===== src/rtl/cfg_hdr_parser.sv =====
module cfg_hdr_parser #(
  parameter bit          EXPOSE_INFO = 1'b1,
  parameter int          NUM_INFO    = 4,
  parameter logic [7:0]  END_TAG     = 8'h65
) (
  input  logic                        clk,
  input  logic                        rst,
  input  logic                        in_valid,
  input  logic [7:0]                  in_data,
  output logic                        in_ready,
  output logic                        out_valid,
  output logic [7:0]                  out_data,
  input  logic                        out_ready,
  output logic                        info_valid,
  output logic [7:0]                  info_data,
  output logic [$clog2(NUM_INFO)-1:0] info_field,
  output logic                        hdr_error,
  output logic                        done,
  output logic                        len_valid,
  output logic [31:0]                 pay_len
);
  localparam int PRE_LEN   = 13;
  localparam int LEN_BYTES = 4;
  localparam int FLD_W     = $clog2(NUM_INFO);

  typedef enum logic [3:0] {
    S_PRE, S_TAG, S_LHI, S_LLO, S_BODY, S_ETAG, S_PLEN, S_PAY, S_FIN, S_ERR
  } state_t;

  state_t      state;
  logic [3:0]  idx;
  logic [FLD_W-1:0] fld;
  logic [7:0]  sec_hi;
  logic [15:0] sec_cnt;
  logic [23:0] len_sh;
  logic [31:0] rem;
  logic [31:0] len_q;
  logic        len_ok_q, err_q, done_q;

  function automatic logic [7:0] pre_byte(input logic [3:0] i);
    case (i)
      4'd0, 4'd10, 4'd11: pre_byte = 8'h00;
      4'd1:               pre_byte = 8'h09;
      4'd2, 4'd4, 4'd6, 4'd8: pre_byte = 8'h0F;
      4'd3, 4'd5, 4'd7, 4'd9: pre_byte = 8'hF0;
      4'd12:              pre_byte = 8'h01;
      default:            pre_byte = 8'h00;
    endcase
  endfunction

  wire        fire     = in_valid && in_ready;
  wire        last_fld = (fld == FLD_W'(NUM_INFO - 1));
  wire [31:0] len_full = {len_sh, in_data};
  wire [15:0] sec_len  = {sec_hi, in_data};

  assign in_ready   = (state != S_FIN) && (state != S_ERR) && ((state != S_PAY) || out_ready);
  assign out_valid  = (state == S_PAY) && in_valid;
  assign out_data   = in_data;
  assign info_valid = EXPOSE_INFO && (state == S_BODY) && in_valid;
  assign info_data  = in_data;
  assign info_field = fld;
  assign hdr_error  = err_q;
  assign done       = done_q;
  assign len_valid  = len_ok_q;
  assign pay_len    = len_q;

  always_ff @(posedge clk) begin
    if (rst) begin
      state    <= S_PRE;
      idx      <= '0;
      fld      <= '0;
      sec_hi   <= '0;
      sec_cnt  <= '0;
      len_sh   <= '0;
      rem      <= '0;
      len_q    <= '0;
      len_ok_q <= 1'b0;
      err_q    <= 1'b0;
      done_q   <= 1'b0;
    end else begin
      done_q <= 1'b0;
      if (fire) begin
        case (state)
          S_PRE: begin
            if (in_data != pre_byte(idx)) begin
              state <= S_ERR;
              err_q <= 1'b1;
            end else if (idx == 4'(PRE_LEN - 1)) begin
              state <= S_TAG;
              idx   <= '0;
              fld   <= '0;
            end else begin
              idx <= idx + 4'd1;
            end
          end
          S_TAG: state <= S_LHI;
          S_LHI: begin
            sec_hi <= in_data;
            state  <= S_LLO;
          end
          S_LLO: begin
            if (sec_len == 16'd0) begin
              state <= last_fld ? S_ETAG : S_TAG;
              fld   <= fld + 1'b1;
            end else begin
              sec_cnt <= sec_len;
              state   <= S_BODY;
            end
          end
          S_BODY: begin
            if (sec_cnt == 16'd1) begin
              state <= last_fld ? S_ETAG : S_TAG;
              fld   <= fld + 1'b1;
            end
            sec_cnt <= sec_cnt - 16'd1;
          end
          S_ETAG: begin
            if (in_data != END_TAG) begin
              state <= S_ERR;
              err_q <= 1'b1;
            end else begin
              state <= S_PLEN;
              idx   <= '0;
            end
          end
          S_PLEN: begin
            len_sh <= len_full[23:0];
            if (idx == 4'(LEN_BYTES - 1)) begin
              len_q    <= len_full;
              len_ok_q <= 1'b1;
              rem      <= len_full;
              if (len_full == 32'd0) begin
                state  <= S_FIN;
                done_q <= 1'b1;
              end else begin
                state <= S_PAY;
              end
            end else begin
              idx <= idx + 4'd1;
            end
          end
          S_PAY: begin
            if (rem == 32'd1) begin
              state  <= S_FIN;
              done_q <= 1'b1;
            end
            rem <= rem - 32'd1;
          end
          default: ;
        endcase
      end
    end
  end

  // error is sticky and blocks input
  a_r2_err_sticky: assert property (@(posedge clk) disable iff (rst)
    hdr_error |=> hdr_error);
  a_r5_err_blocks: assert property (@(posedge clk) disable iff (rst)
    hdr_error |-> (!in_ready && !len_valid && !out_valid));
  // parsed length held
  a_r6_len_hold: assert property (@(posedge clk) disable iff (rst)
    len_valid |=> (len_valid && $stable(pay_len)));
  // payload only after length known, stalls when downstream stalls
  a_r7_pay_after_len: assert property (@(posedge clk) disable iff (rst)
    out_valid |-> (len_valid && (in_ready == out_ready)));
  // single-cycle done, then input closed
  a_r8_done_pulse: assert property (@(posedge clk) disable iff (rst)
    done |=> (!done && !in_ready));
  // text and payload outputs never overlap
  a_r10_no_overlap: assert property (@(posedge clk) disable iff (rst)
    info_valid |-> (!out_valid && !len_valid));
endmodule


===== config.mk =====
export PLATFORM = sky130hd
export DESIGN_NAME = cfg_hdr_parser
export DESIGN_NICKNAME = d
export VERILOG_FILES = /design/src/rtl/cfg_hdr_parser.sv
export SDC_FILE = /design/constraint.sdc
export NUM_CORES = 1
export LEC_CHECK = 0
export BUFFER_PORTS_ARGS = -buffer_cell sky130_fd_sc_hd__buf_2
export CAP_MARGIN = 20
export CORE_UTILIZATION = 33
export DETAILED_ROUTE_END_ITERATION = 8
export SLEW_MARGIN = 20
export SYNTH_ARGS = -nofsm -noshare
export SYNTH_HDL_FRONTEND = slang
export SYNTH_SLANG_ARGS = --single-unit

===== constraint.sdc =====
create_clock -name clk -period 6.5 [get_ports clk]
set_input_delay 0.325 -clock clk [delete_from_list [all_inputs] [get_ports clk]]
set_output_delay 0.325 -clock clk [all_outputs]
set_load 0.01 [all_outputs]

==> results of run 1 <==
-- tightest hold or removal path, stage by stage --
cell and delay, ps:
buf_2 170, nand2_1 70, a21oi_1 50
-- placed cells by master, fill, tap and decap left out, drive strengths merged, types with 4 or more instances in the layout --
cell type and n:
buf 76, nand3 11, clkinv 4, a41oi 4
or2 5, clkbuf 18, a211oi 19, a21oi 111
or3 10, and2 5, a31oi 9, nor2 96
ha 12, nand2 165, o22ai 15, inv 23
nand4 9, nor3 28, nor4 16, a22oi 14
mux2i 12, o32ai 4, o21ai 50, o31ai 7
dfxtp 129, and3 7, or4 8, nand2b 6
-- cell type report --
type                       count  area [um^2]
clock buffer                  18        439.2
clock inverter                14        178.9
fill                        2080        11920
inverter                      18        67.56
multi-input combinational    667         3600
sequential                   129         2582
tap                          265        331.6
timing repair buffer          76        409.1
-- routing by layer --
| metal | up-vias | share of wire |
|---|---|---|
| met5 | - | 0 |
| met4 | 0 | 0.016 |
| met3 | 17 | 0.043 |
| met2 | 135 | 0.46 |
| met1 | 3014 | 0.48 |
| li1 | 3196 | - |
-- cell families after synthesis --
kind of cell               count (synthesis)  synth area share
xor gates and xnor gates                   6          0.007956
buffers and inverters                     95           0.06591
and+or+nand+nor                          376            0.2568
adders and majority gates                 12           0.02273
muxes                                     12           0.01818
AOI/OAI and AO/OA                        261            0.2375
DFF                                      129            0.3909
-- sequential cells by signal (all words and copies together), names as in the netlist, 2 cells and up, named ones only --
signal and count:
sec_hi 8, pay_len 32, info_field 2, rem 32
sec_cnt 16, state 4, len_sh 24, idx 4
-- power breakdown --
group          total (mW)  switching, mW  internal [mW]
Combinational       0.336          0.219          0.116
Sequential          0.860         0.0416          0.818
Clock                1.01          0.389          0.620
Total                2.20          0.649           1.55
-- through the flow --
| step | power [mW] | cell area (um^2) | hold WS [ps] |
|---|---|---|---|
| after floorplan | 1.130 | 6606 | 455.1 |
| after detailed placement | 1.208 | 6979 | 443.7 |
| after global routing | 2.300 | 7609 | 244.1 |
| after CTS | 2.218 | 7597 | 235.0 |
| final | 2.204 | 7609 | 242.5 |
| after global placement | 1.207 | 6979 | 440.7 |
-- how the worst max path moves through the flow --
stage                     slack (ps)  depth (start not counted)  startpoint       end
after floorplan                 3740                         10      rem[5]   rem[31]
after global placement          3310                         11    state[3]  register
after detailed placement        3190                         11    state[3]  register
after CTS                       3150                         11    state[3]  register
after global routing            2800                         11    state[3]  register
final                           3100                         11    state[3]  register
==> summary.txt, run 1 <==
Timing
  • Fin crit share: 0.5234
  • Clock Skews: 13.67 ps
  • Rel. slew slack: 0.4413
  • Slew @ Worst Pin: 836.1 ps
  • Final Setup Violations: 0
  • Final TNS setup: 0 ps
  • PnR worst setup slack: 3098 ps
  • Fmax: 293.9 MHz
  • Max-slew violations: 0
  • Hold Vio Cnt, Final: 0
  • Unrepaired setup endpoints after global routing: false
  • Min cycle time layout: 3402 ps

Worst hold path
  • Hold path start: in_data[1]
  • Hold Path End: len_sh[1]
  • Hold Path Stages: 3
  • Hold Crit Class: in2reg

Floorplan
  • Total core area: 0.01953 mm^2
  • Chip width: 143.5 um
  • Row cnt: 51
  • Die area: 0.02059 mm^2
  • Ports: 68
  • Initial core utilization: 0.3383
  • Die height: 143.5 um

Layout
  • Layout cells sized above 1: 0.1312
  • Finished Core Util: 0.3897
  • Syn-to-layout area delta: 15.17%
  • Ant. Diodes: 0
  • Post-route insts no fill: 1187
  • Net count, final: 933

Clock tree
  • Clock root buffer: clkbuf_16
  • Hold_buf cts: 0
  • CTS Buffer Depth: 2
  • Cells resized by post-CTS repair: 0
  • Reg clk slew, reported paths: 60 ps
  • Htree depth: 4
  • CTS tree: yes
  • Clock sinks: 129
  • Clk_lat worst skew: 430 ps
  • Total CTS buffers: 17
  • Setup Fix Bufs, Post-CTS: 0

Synth
  • Most frequent cell after synthesis: nand2_1
  • Library cells used by synthesis: 62
  • Warnings from Yosys: 0
  • Largest area contributor in the netlist: dfxtp_1
  • Syn_area_per_cell: 7.415 um^2
  • Top FF cell, synth: dfxtp_1
  • Seq/Total Area, Yosys: 0.3909
  • #FFs+latches synth: 129
  • Top cell type's share of synthesized area: 0.3909
  • Area contributors post-synth: dfxtp_1 (39%), nand2_1 (9.4%), a21oi_1 (8.4%), nor2_1 (5.5%), o21ai_0 (3.3%)
  • Post-synth net total: 915
  • Synth cell count leaders: nand2_1 (165), dfxtp_1 (129), a21oi_1 (111)
  • Post-synthesis cell area: 0.006606 mm^2
  • Mapped Cells: 891
  • Asr flop ratio synth: 0
  • Number of synthesized flops with an enable pin: 0

GRT
  • First-pass GRT wire length: 29500 um
  • Largest net degree at the start of global routing: 72
  • Busiest layer in global routing: met2
  • Grt total ovfl: 0
  • Met1 Resource Use GR: 0.2521
  • Initial antenna violation count: 0
  • Met2 usage in global routing: 0.2872
  • GRT Total Usage: 0.1854
  • Number of global-route vias before repair: 5637
  • GRT met3 Usage: 0.03532

Routing
  • Initial DRC count: 447
  • Via density: 5.360
  • DRC errors left: 0
  • WL/cell: 15.69 um
  • Final ANT Viol Nets: 0
  • Final wirelength: 18620 um
  • Via count: 6362
  • Drt pass-1 iters: 5

Critical path
  • FF-to-FF path depth: 11
  • Critical Path Sink Type: register
  • CP max-delay cell: dfxtp_1
  • Worst endpoint required time: 6800 ps
  • Arrival time worst endpoint: 3700 ps
  • Crit-path max FO: 36
  • Crit-path cells: nand4b_1 > buf_4 > o221ai_1 > a31oi_1 > and3_1 > nand3_1 > a21oi_1 > inv_1 > ha_1 > a32oi_1 > o21ai_0
  • Family with the most delay on the worst path: compound AO/OA/AOI/OAI gates
  • Startpoint Class: register
  • Worst R2R Setup Slack: 3100 ps
  • Slowest cell delay on critical path: 610 ps
  • FF-to-FF Start: state[3]
  • CP bufs+invs: 2
  • Setup CP Type: reg2reg

Place
  • # placed instances: 1154
  • Gpl congestion: 0.8976
  • Dpl ws: 3191 ps
  • IO buf count: 67
  • Hpwl dp: 12150 um

Power
  • Pleak: 2.749 nW
  • Pwr dens: 289.7 mW/mm^2
  • Max VDD drop: 0.2040 mV

Run status
  • Outcome: finished, final reports clean

Flow run
  • Maxcap violations: 0
Power figures use the tool's default switching activity.
==> inputs of run 2 (changes only) <==
==> constraint.sdc (replaced) <==
create_clock -name clk -period 3.3 [get_ports clk]
set_input_delay 0.165 -clock clk [delete_from_list [all_inputs] [get_ports clk]]
set_output_delay 0.165 -clock clk [all_outputs]
set_load 0.01 [all_outputs]
==> run 2 against run 1 <==
  * Worst setup slack worse by 2700 ps
  * Hold slack got worse by 130 ps
  * Global-route usage rose by 0.49 points
  * Via count grew 0.27%
==> summary.txt, run 2 (synthesis results as in run 1) <==
Critical path
  • Setup CP Type: reg2reg
  • Worst endpoint required time: 3610 ps (-3190 ps)
  • FF-to-FF Start: idx[0]
  • FF-to-FF path depth: 11 (unchanged)
  • Critical Path Sink Type: register
  • Worst R2R Setup Slack: 440 ps (-2660 ps)
  • Startpoint Class: register
  • Arrival time worst endpoint: 3170 ps (-530 ps)
  • Crit-path max FO: 6 (-83%)

Clock tree
  • Reg clk slew, reported paths: 60 ps (about the same)
  • Total CTS buffers: 17 (unchanged)
  • Htree depth: 4 (unchanged)
  • CTS Buffer Depth: 2 (unchanged)
  • Clock sinks: 129 (unchanged)
  • Hold_buf cts: 0 (unchanged)
  • Clock root buffer: clkbuf_16
  • CTS tree: yes
  • Cells resized by post-CTS repair: 0 (unchanged)
  • Setup Fix Bufs, Post-CTS: 0 (unchanged)
  • Clk_lat worst skew: 430 ps (about the same)

Worst hold path
  • Hold Crit Class: in2reg
  • Hold path start: in_data[4]
  • Hold Path End: pay_len[4]
  • Hold Path Stages: 3 (unchanged)

Power
  • Pleak: 2.790 nW (+1.5%)
  • Max VDD drop: 0.3414 mV (+67%)
  • Pwr dens: 560.5 mW/mm^2 (+93%)

Routing
  • Initial DRC count: 490 (+9.6%)
  • Via count: 6379 (+0.27%)
  • DRC errors left: 0 (unchanged)
  • Final wirelength: 18720 um (+0.52%)
  • Drt pass-1 iters: 5 (unchanged)
  • Final ANT Viol Nets: 0 (unchanged)
  • WL/cell: 15.64 um (-0.32%)
  • Via density: 5.329 (-0.57%)

Timing
  • Unrepaired setup endpoints after global routing: false
  • Clock Skews: 13.12 ps (-0.5453 ps)
  • Final TNS setup: 0 ps (unchanged)
  • Hold Vio Cnt, Final: 0 (unchanged)
  • Max-slew violations: 0 (unchanged)
  • Rel. slew slack: 0.5345 (+0.09319)
  • Final Setup Violations: 0 (unchanged)
  • Slew @ Worst Pin: 698.3 ps (-137.8 ps)
  • Fin crit share: 0.8681 (+0.3447)
  • PnR worst setup slack: 435.4 ps (-2663 ps)
  • Fmax: 349.1 MHz (+19%)
  • Min cycle time layout: 2865 ps (-537.5 ps)

Layout
  • Layout cells sized above 1: 0.1406 (+0.009321)
  • Post-route insts no fill: 1197 (+0.84%)
  • Finished Core Util: 0.3925 (+0.002883)
  • Net count, final: 944 (+1.2%)
  • Commonest non-fill, non-tap cell in the layout: nand2_1
  • Ant. Diodes: 0 (unchanged)
  • # fillers: 2110 (+1.4%)
  • Most frequent cells in the layout: nand2_1 (165), dfxtp_1 (129), a21oi_1 (110)
  • FF/Latch Area: 0.002582 mm^2 (unchanged)
  • Area occupied by multi-input gates: 0.003600 mm^2 (unchanged)
  • Syn-to-layout area delta: 16.02%

Place
  • # placed instances: 1166 (+1.0%)
  • IO buf count: 67 (unchanged)
  • Gpl congestion: 0.8614 (-4.0%)
  • Hpwl dp: 12310 um (+1.3%)
  • Dpl ws: 364.6 ps (-2826 ps)

GRT
  • Number of global-route vias before repair: 5769 (+2.3%)
  • First-pass GRT wire length: 30300 um (+2.7%)
  • Largest net degree at the start of global routing: 66 (-8.3%)
  • GRT Total Usage: 0.1903 (+0.004919)
  • Initial antenna violation count: 0 (unchanged)
  • Grt total ovfl: 0 (unchanged)

Floorplan
  • Chip width: 143.5 um (unchanged)
  • Die area: 0.02059 mm^2 (unchanged)
  • Initial core utilization: 0.3383 (unchanged)
  • Ports: 68 (unchanged)
  • Row cnt: 51 (unchanged)
  • Die height: 143.5 um (unchanged)
  • Total core area: 0.01953 mm^2 (unchanged)

Flow run
  • Maxcap violations: 0 (unchanged)

Run status
  • Outcome: finished, final reports clean
## run 2: how the worst max path moves through the flow
| stage | startpoint | end |
|---|---|---|
| finish | idx[0] | register |
| global route | idx[0] | register |
| CTS | idx[0] | register |
| detailed placement | in_data[4] | register |
| global placement | in_data[4] | register |
| floorplan | rem[5] | rem[31] |
## run 2: metal layers
layer	track usage	vias to the layer above	routed length, um
met5	0	-	0
met1	0.2529	3016	9104
met4	0.06943	0	289
li1	-	3208	-
met2	0.3012	136	8613
met3	0.04099	19	711
## run 2: worst max-delay path: stages (launching register included)
cell	delay, ps
dfxtp_1	350
ha_1	260
nor3b_1	160
or3_1	310
a31oi_1	340
and3_1	280
nand3_1	140
a21oi_1	250
inv_1	130
ha_1	220
a32oi_1	190
o21ai_0	110
## run 2: report_power, final
part | internal, mW | switching [mW]
registers | 1.61 | 0.0806
logic | 0.253 | 0.440
clock network | 1.17 | 0.737
## run 2: metrics by stage
step / power (mW) / cell area [um^2] / hold slack (ps)
2_1_floorplan: 2.226 / 6606 / 301.0
3_3_place_gp: 2.408 / 7069 / 439.1
3_5_place_dp: 2.410 / 7069 / 443.9
4_1_cts: 4.321 / 7665 / 89.53
5_1_grt: 4.483 / 7665 / 120.3
6_report: 4.296 / 7665 / 110.6
## run 2: area by class of cell
class                      count  area share
sequential                   129      0.3369
tap                          265     0.04326
inverter                      18    0.008815
timing repair buffer          87     0.06366
clock buffer                  20     0.06089
multi-input combinational    667      0.4696
clock inverter                11     0.01681
==> inputs of run 3 (changes only) <==
--- a/config.mk
+++ b/config.mk
@@ -7,8 +7,12 @@
 export LEC_CHECK = 0
 export BUFFER_PORTS_ARGS = -buffer_cell sky130_fd_sc_hd__buf_2
 export CAP_MARGIN = 20
+export CELL_PAD_IN_SITES_DETAIL_PLACEMENT = 2
+export CELL_PAD_IN_SITES_GLOBAL_PLACEMENT = 2
+export CORE_MARGIN = 2
 export CORE_UTILIZATION = 33
 export DETAILED_ROUTE_END_ITERATION = 8
+export PLACE_DENSITY_LB_ADDON = 0.08
 export SLEW_MARGIN = 20
 export SYNTH_ARGS = -nofsm -noshare
 export SYNTH_HDL_FRONTEND = slang
==> run 3 against run 2 <==
  * Hold slack better by 24 ps
  * Clock skew is 2.5 ps lower
  * First-iteration DRC count is 41% lower
  * Critical path depth stayed put
  * Register-to-register slack worse by 120 ps
  * Critical path type unchanged
  * Combinational power is 6.6% higher
  * Via count is 4.0% higher
  * Worst setup slack worse by 120 ps
  * Wire length is 31% higher
  * Core utilization hardly changed
  * Fmax is 3.9% lower
==> summary.txt, run 3 (synthesis results as in run 1) <==
Layout
  • # fillers: 2282 (+8.2%)
  • Layout cells sized above 1: 0.1435 (+0.002911)
  • Net count, final: 945 (+0.11%)
  • Ant. Diodes: 0 (unchanged)
  • Cell area after layout: 0.007656 mm^2 (-0.11%)
  • Most frequent cells in the layout: nand2_1 (165), dfxtp_1 (129), a21oi_1 (110)
  • Syn-to-layout area delta: 15.89%
  • Finished Core Util: 0.3921 (-0.0004480)
  • Commonest non-fill, non-tap cell in the layout: nand2_1
  • Post-route insts no fill: 1199 (+0.17%)

Clock tree
  • Reg clk slew, reported paths: 60 ps (about the same)
  • Clock root buffer: clkbuf_16
  • CTS Buffer Depth: 2 (unchanged)
  • Clock sinks: 129 (unchanged)
  • Clk_lat worst skew: 420 ps (about the same)
  • Cells resized by post-CTS repair: 0 (unchanged)
  • Total CTS buffers: 17 (unchanged)
  • Htree depth: 4 (unchanged)
  • Hold_buf cts: 0 (unchanged)
  • Setup Fix Bufs, Post-CTS: 0 (unchanged)
  • CTS tree: yes

Floorplan
  • Chip width: 145.5 um (+1.4%)
  • Row cnt: 51 (unchanged)
  • Die area: 0.02117 mm^2 (+2.8%)
  • Total core area: 0.01953 mm^2 (unchanged)
  • Initial core utilization: 0.3383 (unchanged)
  • Die height: 145.5 um (+1.4%)
  • Ports: 68 (unchanged)

Critical path
  • Arrival time worst endpoint: 3270 ps (+100 ps)
  • Crit-path max FO: 6 (unchanged)
  • Critical Path Sink Type: register
  • Startpoint Class: register
  • Setup CP Type: reg2reg
  • Worst endpoint required time: 3590 ps (-20 ps)
  • Worst R2R Setup Slack: 320 ps (-120 ps)

Timing
  • Unrepaired setup endpoints after global routing: false
  • Clock Skews: 10.60 ps (-2.523 ps)
  • Hold Vio Cnt, Final: 0 (unchanged)
  • Rel. slew slack: 0.4929 (-0.04160)
  • Final Setup Violations: 0 (unchanged)
  • Final TNS setup: 0 ps (unchanged)
  • Fmax: 335.6 MHz (-3.9%)
  • Fin crit share: 0.9030 (+0.03498)
  • Min cycle time layout: 2980 ps (+115.4 ps)
  • Max-slew violations: 0 (unchanged)
  • Slew @ Worst Pin: 760.7 ps (+62.41 ps)

GRT
  • Initial antenna violation count: 0 (unchanged)
  • Largest net degree at the start of global routing: 54 (-18%)
  • Number of global-route vias before repair: 7248 (+26%)
  • Grt total ovfl: 0 (unchanged)
  • First-pass GRT wire length: 39960 um (+32%)
  • GRT Total Usage: 0.2340 (+0.04374)

Routing
  • DRC errors left: 0 (unchanged)
  • Initial DRC count: 291 (-41%)
  • Via density: 5.535 (+3.9%)
  • Via count: 6637 (+4.0%)
  • Final wirelength: 24550 um (+31%)
  • WL/cell: 20.48 um (+31%)
  • Drt pass-1 iters: 5 (unchanged)
  • Final ANT Viol Nets: 0 (unchanged)

Place
  • IO buf count: 67 (unchanged)
  • # placed instances: 1167 (+0.086%)
  • Gpl congestion: 0.8737 (+1.4%)
  • Hpwl dp: 16980 um (+38%)
  • Area after DPL: 0.007077 mm^2 (+0.11%)

Power
  • Total power: 4.313 mW (+0.40%)
  • Max VDD drop: 0.3253 mV (-4.7%)
  • Pleak: 2.785 nW (-0.18%)
  • Pwr dens: 563.4 mW/mm^2 (+0.52%)

Run status
  • Outcome: finished, final reports clean

Worst hold path
  • Hold Crit Class: in2reg

Flow run
  • Maxcap violations: 0 (unchanged)
## run 3: cell count changes in the layout (fill, tap and decap cells not counted), sizes merged
cell,before,now
clkinv,5,6
inv,20,25
clkbuf,20,17
bufinv,2,1
buf,87,88
clkinvlp,2,1
## run 3: cell type report
class	count	area, um^2	share of cell area
Sequential cell	129	2582	0.3373
Multi-Input combinational cell	667	3606	0.4710
Inverter	18	67.56	0.008825
Timing Repair Buffer	88	495.5	0.06472
Clock inverter	15	147.6	0.01928
Clock buffer	17	425.4	0.05556
Tap cell	265	331.6	0.04331
## run 3: path summary, 6_finish.rpt
| path | startpoint | end | depth (start not counted) |
|---|---|---|---|
| max | idx[0] | register | 11 |
| min | in_data[4] | pay_len[4] | 3 |
| max reg2reg | idx[0] | register | 11 |
| min reg2reg | pay_len[0] | pay_len[0] | 2 |
## run 3: through the flow
stage	hold WS [ps]	setup WS, ps
after floorplan	301.0	539.1
after CTS	125.5	230.4
after detailed placement	447.9	312.0
final	134.7	320.0
after global routing	129.4	57.92
after global placement	439.2	496.9
## run 3: metal layers
layer,vias to the layer above,global-route usage,routed length (um)
li1,3207,-,-
met1,3315,0.2754,10550
met2,91,0.4360,12920
met4,0,0.06225,425
met3,24,0.04201,657
met5,-,0,0
## run 3: critical path, cell delays in order (launching register included)
cell     delay, ps
dfxtp_1        370
ha_1           260
nor3b_1        160
or3_1          350
a31oi_2        360
and3_1         280
nand3_1        150
a21oi_1        260
inv_1          140
ha_1           220
a32oi_1        200
o21ai_0        120
## run 3: report_power, final
part / leakage, nW / internal [mW] / switching [mW]
clock network: 0.280 / 1.06 / 0.812
logic: 1.46 / 0.250 / 0.489
registers: 1.04 / 1.61 / 0.0930
